===== config.mk =====
export PLATFORM = sky130hd
export DESIGN_NAME = rfsh_sched
export DESIGN_NICKNAME = d
export VERILOG_FILES = /design/src/rtl/rfsh_pkg.sv /design/src/rtl/rfsh_timer.sv /design/src/rtl/rfsh_owed.sv /design/src/rtl/rfsh_seq.sv /design/src/rtl/rfsh_sched.sv
export SDC_FILE = /design/constraint.sdc
export NUM_CORES = 1
export LEC_CHECK = 0
export BUFFER_PORTS_ARGS = -buffer_cell sky130_fd_sc_hd__buf_2
export CAP_MARGIN = 20
export CORE_MARGIN = 5
export CORE_UTILIZATION = 60
export DETAILED_ROUTE_END_ITERATION = 10
export PLACE_DENSITY = 0.77
export SLEW_MARGIN = 20
export SYNTH_ARGS = -nofsm -noshare
export SYNTH_HDL_FRONTEND = slang
export SYNTH_SLANG_ARGS = --single-unit

===== constraint.sdc =====
create_clock -name clk -period 6.3 [get_ports clk]
set_input_delay 0 -clock clk [delete_from_list [all_inputs] [get_ports clk]]
set_output_delay 0 -clock clk [all_outputs]
set_load 0.01 [all_outputs]

===== src/rtl/rfsh_pkg.sv =====
package rfsh_pkg;

    typedef enum logic [2:0] {
        ST_IDLE,
        ST_REQ,
        ST_CAS,
        ST_RAS,
        ST_PRE,
        ST_SELF,
        ST_WAKE
    } rfsh_state_e;

    typedef struct packed {
        logic ras_on;
        logic cas_on;
    } strobe_t;

    function automatic int unsigned umax(input int unsigned a, input int unsigned b);
        return (a > b) ? a : b;
    endfunction

    function automatic strobe_t strobe_of(input rfsh_state_e st);
        strobe_t s;
        s.ras_on = (st == ST_RAS) || (st == ST_SELF);
        s.cas_on = (st == ST_CAS) || (st == ST_RAS) || (st == ST_SELF);
        return s;
    endfunction

endpackage


===== src/rtl/rfsh_timer.sv =====
module rfsh_timer #(
    parameter int unsigned INTERVAL = 1560
) (
    input  logic clk,
    input  logic rst,
    input  logic hold,
    output logic tick
);
    localparam int unsigned TW = (INTERVAL > 2) ? $clog2(INTERVAL) : 1;

    logic [TW-1:0] cnt;

    assign tick = !hold && (cnt == TW'(INTERVAL - 1));

    always_ff @(posedge clk) begin
        if (rst || hold) begin
            cnt <= '0;
        end else if (tick) begin
            cnt <= '0;
        end else begin
            cnt <= cnt + 1'b1;
        end
    end
endmodule


===== src/rtl/rfsh_owed.sv =====
module rfsh_owed #(
    parameter int unsigned MAX_PEND = 8,
    parameter int unsigned CW       = 4
) (
    input  logic          clk,
    input  logic          rst,
    input  logic          clr,
    input  logic          tick,
    input  logic          done,
    output logic          owed_nz,
    output logic [CW-1:0] owed_cnt,
    output logic          ovf
);
    assign owed_nz = (owed_cnt != '0);

    always_ff @(posedge clk) begin
        if (rst) begin
            owed_cnt <= '0;
            ovf      <= 1'b0;
        end else if (clr) begin
            owed_cnt <= '0;
        end else begin
            case ({tick, done})
                2'b10: begin
                    if (owed_cnt == CW'(MAX_PEND)) begin
                        ovf <= 1'b1;
                    end else begin
                        owed_cnt <= owed_cnt + 1'b1;
                    end
                end
                2'b01: begin
                    if (owed_nz) begin
                        owed_cnt <= owed_cnt - 1'b1;
                    end
                end
                default: begin
                    owed_cnt <= owed_cnt;
                end
            endcase
        end
    end
endmodule


===== src/rtl/rfsh_seq.sv =====
module rfsh_seq
    import rfsh_pkg::*;
#(
    parameter int unsigned T_CSR      = 1,
    parameter int unsigned T_RAS      = 6,
    parameter int unsigned T_RP       = 4,
    parameter int unsigned T_RASS     = 10000,
    parameter int unsigned T_RPS      = 11,
    parameter int unsigned BURST_ROWS = 4096
) (
    input  logic    clk,
    input  logic    rst,
    input  logic    owed_nz,
    input  logic    sleep_req,
    input  logic    bus_gnt,
    input  logic    dist_mode,
    output logic    bus_req,
    output logic    sleep_ack,
    output logic    sleep_seq,
    output logic    done,
    output strobe_t strobe
);
    localparam int unsigned DMAX = umax(umax(umax(T_CSR, T_RAS), umax(T_RP, T_RASS)), T_RPS);
    localparam int unsigned DW   = $clog2(DMAX + 1);
    localparam int unsigned BW   = $clog2(BURST_ROWS + 1);

    rfsh_state_e   state, state_n;
    logic [DW-1:0] dcnt, dcnt_n;
    logic [BW-1:0] left, left_n;
    logic          sleep_n;
    logic          in_burst, burst_n;
    logic          dzero;

    assign dzero = (dcnt == '0);

    always_comb begin
        state_n = state;
        dcnt_n  = dzero ? dcnt : dcnt - 1'b1;
        left_n  = left;
        sleep_n = sleep_seq;
        burst_n = in_burst;
        done    = 1'b0;
        case (state)
            ST_IDLE: begin
                sleep_n = 1'b0;
                burst_n = 1'b0;
                if (sleep_req) begin
                    state_n = ST_REQ;
                    sleep_n = 1'b1;
                end else if (owed_nz) begin
                    state_n = ST_REQ;
                end
            end
            ST_REQ: begin
                if (bus_gnt) begin
                    state_n = ST_CAS;
                    dcnt_n  = DW'(T_CSR - 1);
                end
            end
            ST_CAS: begin
                if (dzero) begin
                    if (sleep_seq && !in_burst) begin
                        state_n = ST_SELF;
                        dcnt_n  = DW'(T_RASS - 1);
                    end else begin
                        state_n = ST_RAS;
                        dcnt_n  = DW'(T_RAS - 1);
                    end
                end
            end
            ST_RAS: begin
                if (dzero) begin
                    state_n = ST_PRE;
                    dcnt_n  = DW'(T_RP - 1);
                    done    = !sleep_seq;
                end
            end
            ST_PRE: begin
                if (dzero) begin
                    if (in_burst) begin
                        if (left != '0) begin
                            left_n  = left - 1'b1;
                            state_n = ST_CAS;
                            dcnt_n  = DW'(T_CSR - 1);
                        end else begin
                            state_n = ST_IDLE;
                            sleep_n = 1'b0;
                            burst_n = 1'b0;
                        end
                    end else if (owed_nz) begin
                        state_n = ST_CAS;
                        dcnt_n  = DW'(T_CSR - 1);
                    end else begin
                        state_n = ST_IDLE;
                    end
                end
            end
            ST_SELF: begin
                if (dzero && !sleep_req) begin
                    state_n = ST_WAKE;
                    dcnt_n  = DW'(T_RPS - 1);
                end
            end
            ST_WAKE: begin
                if (dzero) begin
                    if (dist_mode) begin
                        state_n = ST_IDLE;
                        sleep_n = 1'b0;
                    end else begin
                        burst_n = 1'b1;
                        left_n  = BW'(BURST_ROWS - 1);
                        state_n = ST_CAS;
                        dcnt_n  = DW'(T_CSR - 1);
                    end
                end
            end
            default: begin
                state_n = ST_IDLE;
            end
        endcase
    end

    always_ff @(posedge clk) begin
        if (rst) begin
            state     <= ST_IDLE;
            dcnt      <= '0;
            left      <= '0;
            sleep_seq <= 1'b0;
            in_burst  <= 1'b0;
        end else begin
            state     <= state_n;
            dcnt      <= dcnt_n;
            left      <= left_n;
            sleep_seq <= sleep_n;
            in_burst  <= burst_n;
        end
    end

    assign bus_req   = (state != ST_IDLE);
    assign sleep_ack = (state == ST_SELF) && dzero;
    assign strobe    = strobe_of(state);
endmodule


===== src/rtl/rfsh_sched.sv =====
module rfsh_sched
    import rfsh_pkg::*;
#(
    parameter int unsigned REFRESH_INTERVAL = 1560,
    parameter int unsigned T_CSR            = 1,
    parameter int unsigned T_RAS            = 6,
    parameter int unsigned T_RP             = 4,
    parameter int unsigned T_RASS           = 10000,
    parameter int unsigned T_RPS            = 11,
    parameter int unsigned BURST_ROWS       = 4096,
    parameter int unsigned MAX_PEND         = 8
) (
    input  logic clk,
    input  logic rst,
    input  logic dist_mode,
    input  logic sleep_req,
    output logic sleep_ack,
    output logic bus_req,
    input  logic bus_gnt,
    output logic ras_n,
    output logic cas_n,
    output logic we_n,
    output logic owed_ovf
);
    localparam int unsigned CW = $clog2(MAX_PEND + 1);

    logic          tick;
    logic          done;
    logic          owed_nz;
    logic          sleep_seq;
    logic [CW-1:0] owed_cnt;
    strobe_t       strobe;

    rfsh_timer #(.INTERVAL(REFRESH_INTERVAL)) u_timer (
        .clk  (clk),
        .rst  (rst),
        .hold (sleep_seq),
        .tick (tick)
    );

    rfsh_owed #(.MAX_PEND(MAX_PEND), .CW(CW)) u_owed (
        .clk      (clk),
        .rst      (rst),
        .clr      (sleep_seq),
        .tick     (tick),
        .done     (done),
        .owed_nz  (owed_nz),
        .owed_cnt (owed_cnt),
        .ovf      (owed_ovf)
    );

    rfsh_seq #(
        .T_CSR      (T_CSR),
        .T_RAS      (T_RAS),
        .T_RP       (T_RP),
        .T_RASS     (T_RASS),
        .T_RPS      (T_RPS),
        .BURST_ROWS (BURST_ROWS)
    ) u_seq (
        .clk       (clk),
        .rst       (rst),
        .owed_nz   (owed_nz),
        .sleep_req (sleep_req),
        .bus_gnt   (bus_gnt),
        .dist_mode (dist_mode),
        .bus_req   (bus_req),
        .sleep_ack (sleep_ack),
        .sleep_seq (sleep_seq),
        .done      (done),
        .strobe    (strobe)
    );

    assign ras_n = !(strobe.ras_on && bus_gnt);
    assign cas_n = !(strobe.cas_on && bus_gnt);
    assign we_n  = 1'b1;
endmodule


==> metrics, run 1 <==
outcome finished, final reports clean; post-CTS setup buffers 0; layout cell share with drive strength beyond 1 0.0763; syn avg cell area 7.84 um^2; Max VDD drop 0.188 mV; clk sinks 48; Post-synth EDFFs 0; core area 4690 um^2; worst skew pair latency 310 ps; Hold Slack 70.4 ps; via count 2684; CTS buffer count 5; final hold vios 0; Post-Syn Nets 382; initial antenna violation count 0; Slew @ Worst Pin 831 ps; Max Clk Rate 241 MHz; post-synthesis sequential area ratio 0.335; Row Count 25; Final Util 0.655; area grow syn2layout 7.20%; GP Congestion 0.866; Final setup viols 0; largest net degree at the start of global routing 42; Max Slew Vio Count 0; Worst-path clk slew 90 ps; post-synthesis cell type count 56; GRT Total Usage 0.224; Vias/cell 6.38; mapped cell area 2870 um^2; RSZ-0062 raised after global routing no; die area 6260 um^2; Initial Utilization 0.611; Seq cells post-synth 48; Ys Warns 0; # hold bufs at CTS 0; Syn Inst Count 366; die width 79.2 um; CP endpoint kind flop; hpwl dp 4.55 mm; DR iter-0 viols 185; async set-reset flop share out of synthesis 0; Nets 382; Worst EP required 6490 ps; height of the die 79.2 um; Inserted Diodes 0; largest fanout on the critical path 25; Hold WC Path Type input pin to flop; DRC viols 0; gr ovfl total 0; vias in the first global route 2575; first-pass GRT wire length 11.5 mm; DRT Pass-1 Iters 5; Root Buffer clkbuf_8; CTS tree yes; skew final 8.00 ps; Max-Cap Viols 0; fin crit period 4150 ps; Top Ports 11; H-tree depth 2; reg-to-reg slack, setup 2150 ps; kind of critical path flop to flop; Final ANT Viol Nets 0; CTS resizes 0; most used flip-flop cell after synthesis dfxtp_1; DR WL/cell 15.4 um; Worst Path Arrival 4340 ps; Port-buffer cells 9; TNS Setup 0 ps; final WL 6.48 mm; P per Cell Area 409 nW/um^2; period utilization 0.659; Pleak 0.00116 uW; Rel. slew slack 0.442; clock tree buffer depth 2; Startpoint Class flop
-- state kept, by name, indices dropped and copies added, names as in the netlist --
register,cells
u_seq.sleep_seq,1
u_owed.ovf,1
u_owed.owed_cnt,4
u_timer.cnt,11
u_seq.in_burst,1
u_seq.left,13
u_seq.state,3
u_seq.dcnt,14
-- synth_stat cells (3+ instances only) --
master     n  area [um^2]
a211oi_1  14          105
a21o_1     3         22.5
a21oi_1   23          115
a31oi_1    5         31.3
clkbuf_1  14         52.6
dfxtp_1   48          961
ha_1      10          125
inv_1     17         63.8
mux2i_1    3         30.0
nand2_1   28          105
nand2b_1   7         43.8
nand3_1   16         80.1
nand4_1    5         31.3
nor2_1    34          128
nor2b_1    5         31.3
nor3_1    31          155
nor4_1    11         68.8
nor4b_1    3         26.3
o211ai_1   3         22.5
o21ai_0   12         60.1
o31ai_1    4         30.0
or2_2      3         18.8
or3_1      6         37.5
or4_1      5         37.5
xnor2_1    8         70.1
xor2_1     7         61.3
-- layer usage --
| metal | global-route usage | share of wire | vias up |
|---|---|---|---|
| met2 | 0.365 | 0.46 | 76 |
| met1 | 0.288 | 0.47 | 1254 |
| met5 | 0 | 0 | - |
| met4 | 0.0893 | 0.017 | 0 |
| met3 | 0.0488 | 0.052 | 12 |
| li1 | - | - | 1342 |
-- layout by cell type (no fill, tap or decap), types with 3 or more instances in the layout --
cell	synthesis	final
or4_1	5	5
nand2_1	28	28
o31ai_1	4	4
o21ai_0	12	12
nand4_1	5	5
a21oi_1	23	23
xor2_1	7	7
dfxtp_1	48	48
bufinv_16	0	3
nor4b_1	3	3
nand3_1	16	16
buf_2	1	9
or2_2	3	3
nor2_1	34	34
clkbuf_8	0	5
xnor2_1	8	8
o211ai_1	3	3
a21o_1	3	3
nand2b_1	7	7
a211oi_1	14	14
mux2i_1	3	3
a31oi_1	5	5
or3_1	6	6
inv_1	17	17
ha_1	10	10
nor4_1	11	11
nor3_1	31	31
nor2b_1	5	5
-- critical path: stages (launching register included) --
cell and delay [ps]:
dfxtp_1 360, inv_1 120, ha_1 160, nor4b_1 340, and4bb_1 700, inv_2 350
nor4_1 410, inv_1 90, ha_1 210, nand2_1 60, nor4_1 50, a211oi_1 710
nor2_1 100, a2111oi_0 370
-- logic make-up (layout without fill, tap and decap cells) --
family,count (synthesis),after routing,share of synthesized area
AO/OA/AOI/OAI,86,86,0.202
XOR/XNOR,15,15,0.0458
adder cells (fa/ha/maj),11,11,0.0506
buffers and inverters,35,36,0.0488
flip-flops,48,48,0.335
multiplexers,3,3,0.0105
other,1,1,0.00131
AND/OR/NAND/NOR,167,167,0.306
-- power breakdown --
group | switching, uW | total (uW) | internal [uW] | leakage (uW)
registers | 76.8 | 431 | 354 | 0.000390
clock network | 104 | 302 | 198 | 0.0000784
logic | 307 | 525 | 218 | 0.000696
-- through the flow --
| step | instances | total power (uW) | setup slack, ps | cell area (um^2) |
|---|---|---|---|---|
| after floorplan | 366 | 854 | 2830 | 2870 |
| after global placement | 413 | 943 | 2450 | 2920 |
| after global routing | 421 | 1360 | 1610 | 3080 |
| after detailed placement | 413 | 951 | 2210 | 2920 |
| after CTS | 421 | 1260 | 2170 | 3080 |
| final | 421 | 1260 | 2150 | 3080 |
-- area by class of cell --
type | instances | area, um^2
clock buffers | 5 | 68.8
clock inverters | 3 | 90.1
fillers | 414 | 1620
inverters | 18 | 67.6
multi-input cells | 283 | 1770
flip-flops and latches | 48 | 961
well taps | 54 | 67.6
repair buffers | 10 | 52.6
-- worst paths after layout --
path,cells after the start,from,to
worst min-delay path,3,sleep_req,u_seq.sleep_seq$_SDFFE_PP0P_
worst max register to register,13,u_seq.dcnt[0]$_SDFF_PP0_,u_owed.owed_cnt[1]$_SDFFE_PP0P_
worst min register to register,1,u_timer.cnt[0]$_SDFF_PP0_,u_timer.cnt[0]$_SDFF_PP0_
worst max-delay path,13,u_seq.dcnt[0]$_SDFF_PP0_,u_owed.owed_cnt[1]$_SDFFE_PP0P_
(Power assumes the default switching activity.)
==> inputs of run 2 (changes only) <==
--- a/config.mk
+++ b/config.mk
@@ -8,9 +8,9 @@
 export BUFFER_PORTS_ARGS = -buffer_cell sky130_fd_sc_hd__buf_2
 export CAP_MARGIN = 20
 export CORE_MARGIN = 5
-export CORE_UTILIZATION = 60
+export CORE_UTILIZATION = 56
 export DETAILED_ROUTE_END_ITERATION = 10
-export PLACE_DENSITY = 0.77
+export PLACE_DENSITY = 0.75
 export SLEW_MARGIN = 20
 export SYNTH_ARGS = -nofsm -noshare
 export SYNTH_HDL_FRONTEND = slang
==> constraint.sdc (replaced) <==
create_clock -name clk -period 3.7 [get_ports clk]
set_input_delay 0 -clock clk [delete_from_list [all_inputs] [get_ports clk]]
set_output_delay 0 -clock clk [all_outputs]
set_load 0.01 [all_outputs]
==> metrics, run 2 (synthesis gave the netlist of run 1 again) <==
RSZ-0062 raised after global routing no; skew final 8.08 ps; Max-Cap Viols 0; GP Congestion 0.829; Hold WC Path Type input pin to flop; Worst-path clk slew 90 ps; cell with the largest stage delay on the worst path or4_4; die width 81.6 um; critical path's top delay family simple AND/OR/NAND/NOR gates; WL met3 222 um; Rel. slew slack 0.441; core area 5040 um^2; Max VDD drop 0.326 mV; Final setup viols 0; Root Buffer clkbuf_8; final hold vios 0; Top Ports 11; CP endpoint kind flop; area grow syn2layout 5.58%; Final Util 0.601; area of the multi-input gates 1770 um^2; clk sinks 48; WP buf/inv 1; Worst EP required 3890 ps; DR iter-0 viols 257; Slew @ Worst Pin 836 ps; first-pass GRT wire length 11.3 mm; CTS tree yes; CTS resizes 0; GRT Total Usage 0.210; Vias/cell 6.05; Max Clk Rate 321 MHz; Startpoint Class flop; TNS Setup 0 ps; Pleak 0.00114 uW; DR top layer met4; fin crit period 3110 ps; initial antenna violation count 0; fillers 473; Top reg by flops u_seq.dcnt; max reg flops 14; P per Cell Area 642 nW/um^2; Initial Utilization 0.569; die area 6650 um^2; # hold bufs at CTS 0; H-tree depth 2; DR WL/cell 14.5 um; Nets 384; via count 2651; setup ws final 588 ps; Port-buffer cells 9; wl on met1 2.97 mm; Worst Path Arrival 3300 ps; clock tree buffer depth 2; Reg area 961 um^2; most common cell after layout, fill and taps aside dfxtp_1; gr ovfl total 0; period utilization 0.841; largest net degree at the start of global routing 42; Inserted Diodes 0; biggest regs u_seq.dcnt x14, u_seq.left x13, u_timer.cnt x11; DRT Pass-1 Iters 5; commonest non-fill, non-tap cells in the layout 48 x dfxtp_1, 34 x nor2_1, 31 x nor3_1; layout cell share with drive strength beyond 1 0.0761; DP Cell Count 431; kind of critical path flop to flop; Row Count 26; DRC viols 0; Max stage delay on crit path 580 ps; routed wire length on met2 3.09 mm; worst skew pair latency 290 ps; Power Total 1940 uW; final WL 6.34 mm; largest fanout on the critical path 6; Max Slew Vio Count 0; outcome finished, final reports clean; Final ANT Viol Nets 0; post-CTS setup buffers 0; Place WS 625 ps; vias in the first global route 2424; CTS buffer count 5; height of the die 81.6 um; hpwl dp 4.55 mm; Critical Path, Cell by Cell or4_4 -> and4bb_1 -> inv_2 -> nor4_1 -> ha_1 -> ha_1 -> a21o_1 -> a21oi_1 -> xnor2_1 -> a21oi_1 -> a31o_2; Non-Filler Instances 438
==> run 2: changes by cell type in the layout (fill, tap and decap cells not counted) <==
| cell | before | now |
|---|---|---|
| buf_4 | 1 | 3 |
| clkinv_2 | 0 | 1 |
| bufinv_16 | 3 | 0 |
| clkbuf_1 | 0 | 1 |
==> run 2: final cells by class <==
| class | instances | share of cell area |
|---|---|---|
| flip-flops and latches | 48 | 0.317 |
| inverters | 18 | 0.0223 |
| well taps | 70 | 0.0289 |
| clock inverters | 1 | 0.00165 |
| clock buffers | 6 | 0.0240 |
| multi-input cells | 283 | 0.584 |
| repair buffers | 12 | 0.0223 |
==> run 2: final timing paths <==
kind                              from                              end  slack, ps  depth (start not counted)
max           u_seq.dcnt[4]$_SDFF_PP0_  u_owed.owed_cnt[3]$_SDFFE_PP0P_        590                         11
min                          dist_mode     u_seq.sleep_seq$_SDFFE_PP0P_         70                          4
max reg2reg   u_seq.dcnt[4]$_SDFF_PP0_  u_owed.owed_cnt[3]$_SDFFE_PP0P_        590                         11
min reg2reg  u_timer.cnt[0]$_SDFF_PP0_        u_timer.cnt[0]$_SDFF_PP0_        470                          1
==> run 2: worst register-to-register path: cells and delay by family, from the launching register on <==
kind / cells / cell delay, ps
and+or+nand+nor: 3 / 1210
AOI/OAI and AO/OA: 4 / 640
adders and majority gates: 2 / 580
DFF: 1 / 360
xor gates and xnor gates: 1 / 160
buffers and inverters: 1 / 50
==> run 2: metal layers <==
layer | GRT usage | vias up
li1 | - | 1345
met1 | 0.291 | 1259
met2 | 0.346 | 43
met3 | 0.0329 | 4
met4 | 0.0449 | 0
met5 | 0 | -
==> run 2: through the flow <==
step	cell area, um^2	hold WS (ps)
finish	3030	74.1
CTS	3030	67.4
detailed placement	2950	294
floorplan	2870	66.1
global placement	2950	291
global route	3030	104
==> run 2: power breakdown <==
part / internal (uW) / switching [uW] / leakage (uW)
clock network: 129 / 166 / 0.0000410
registers: 603 / 131 / 0.000390
logic: 390 / 524 / 0.000707
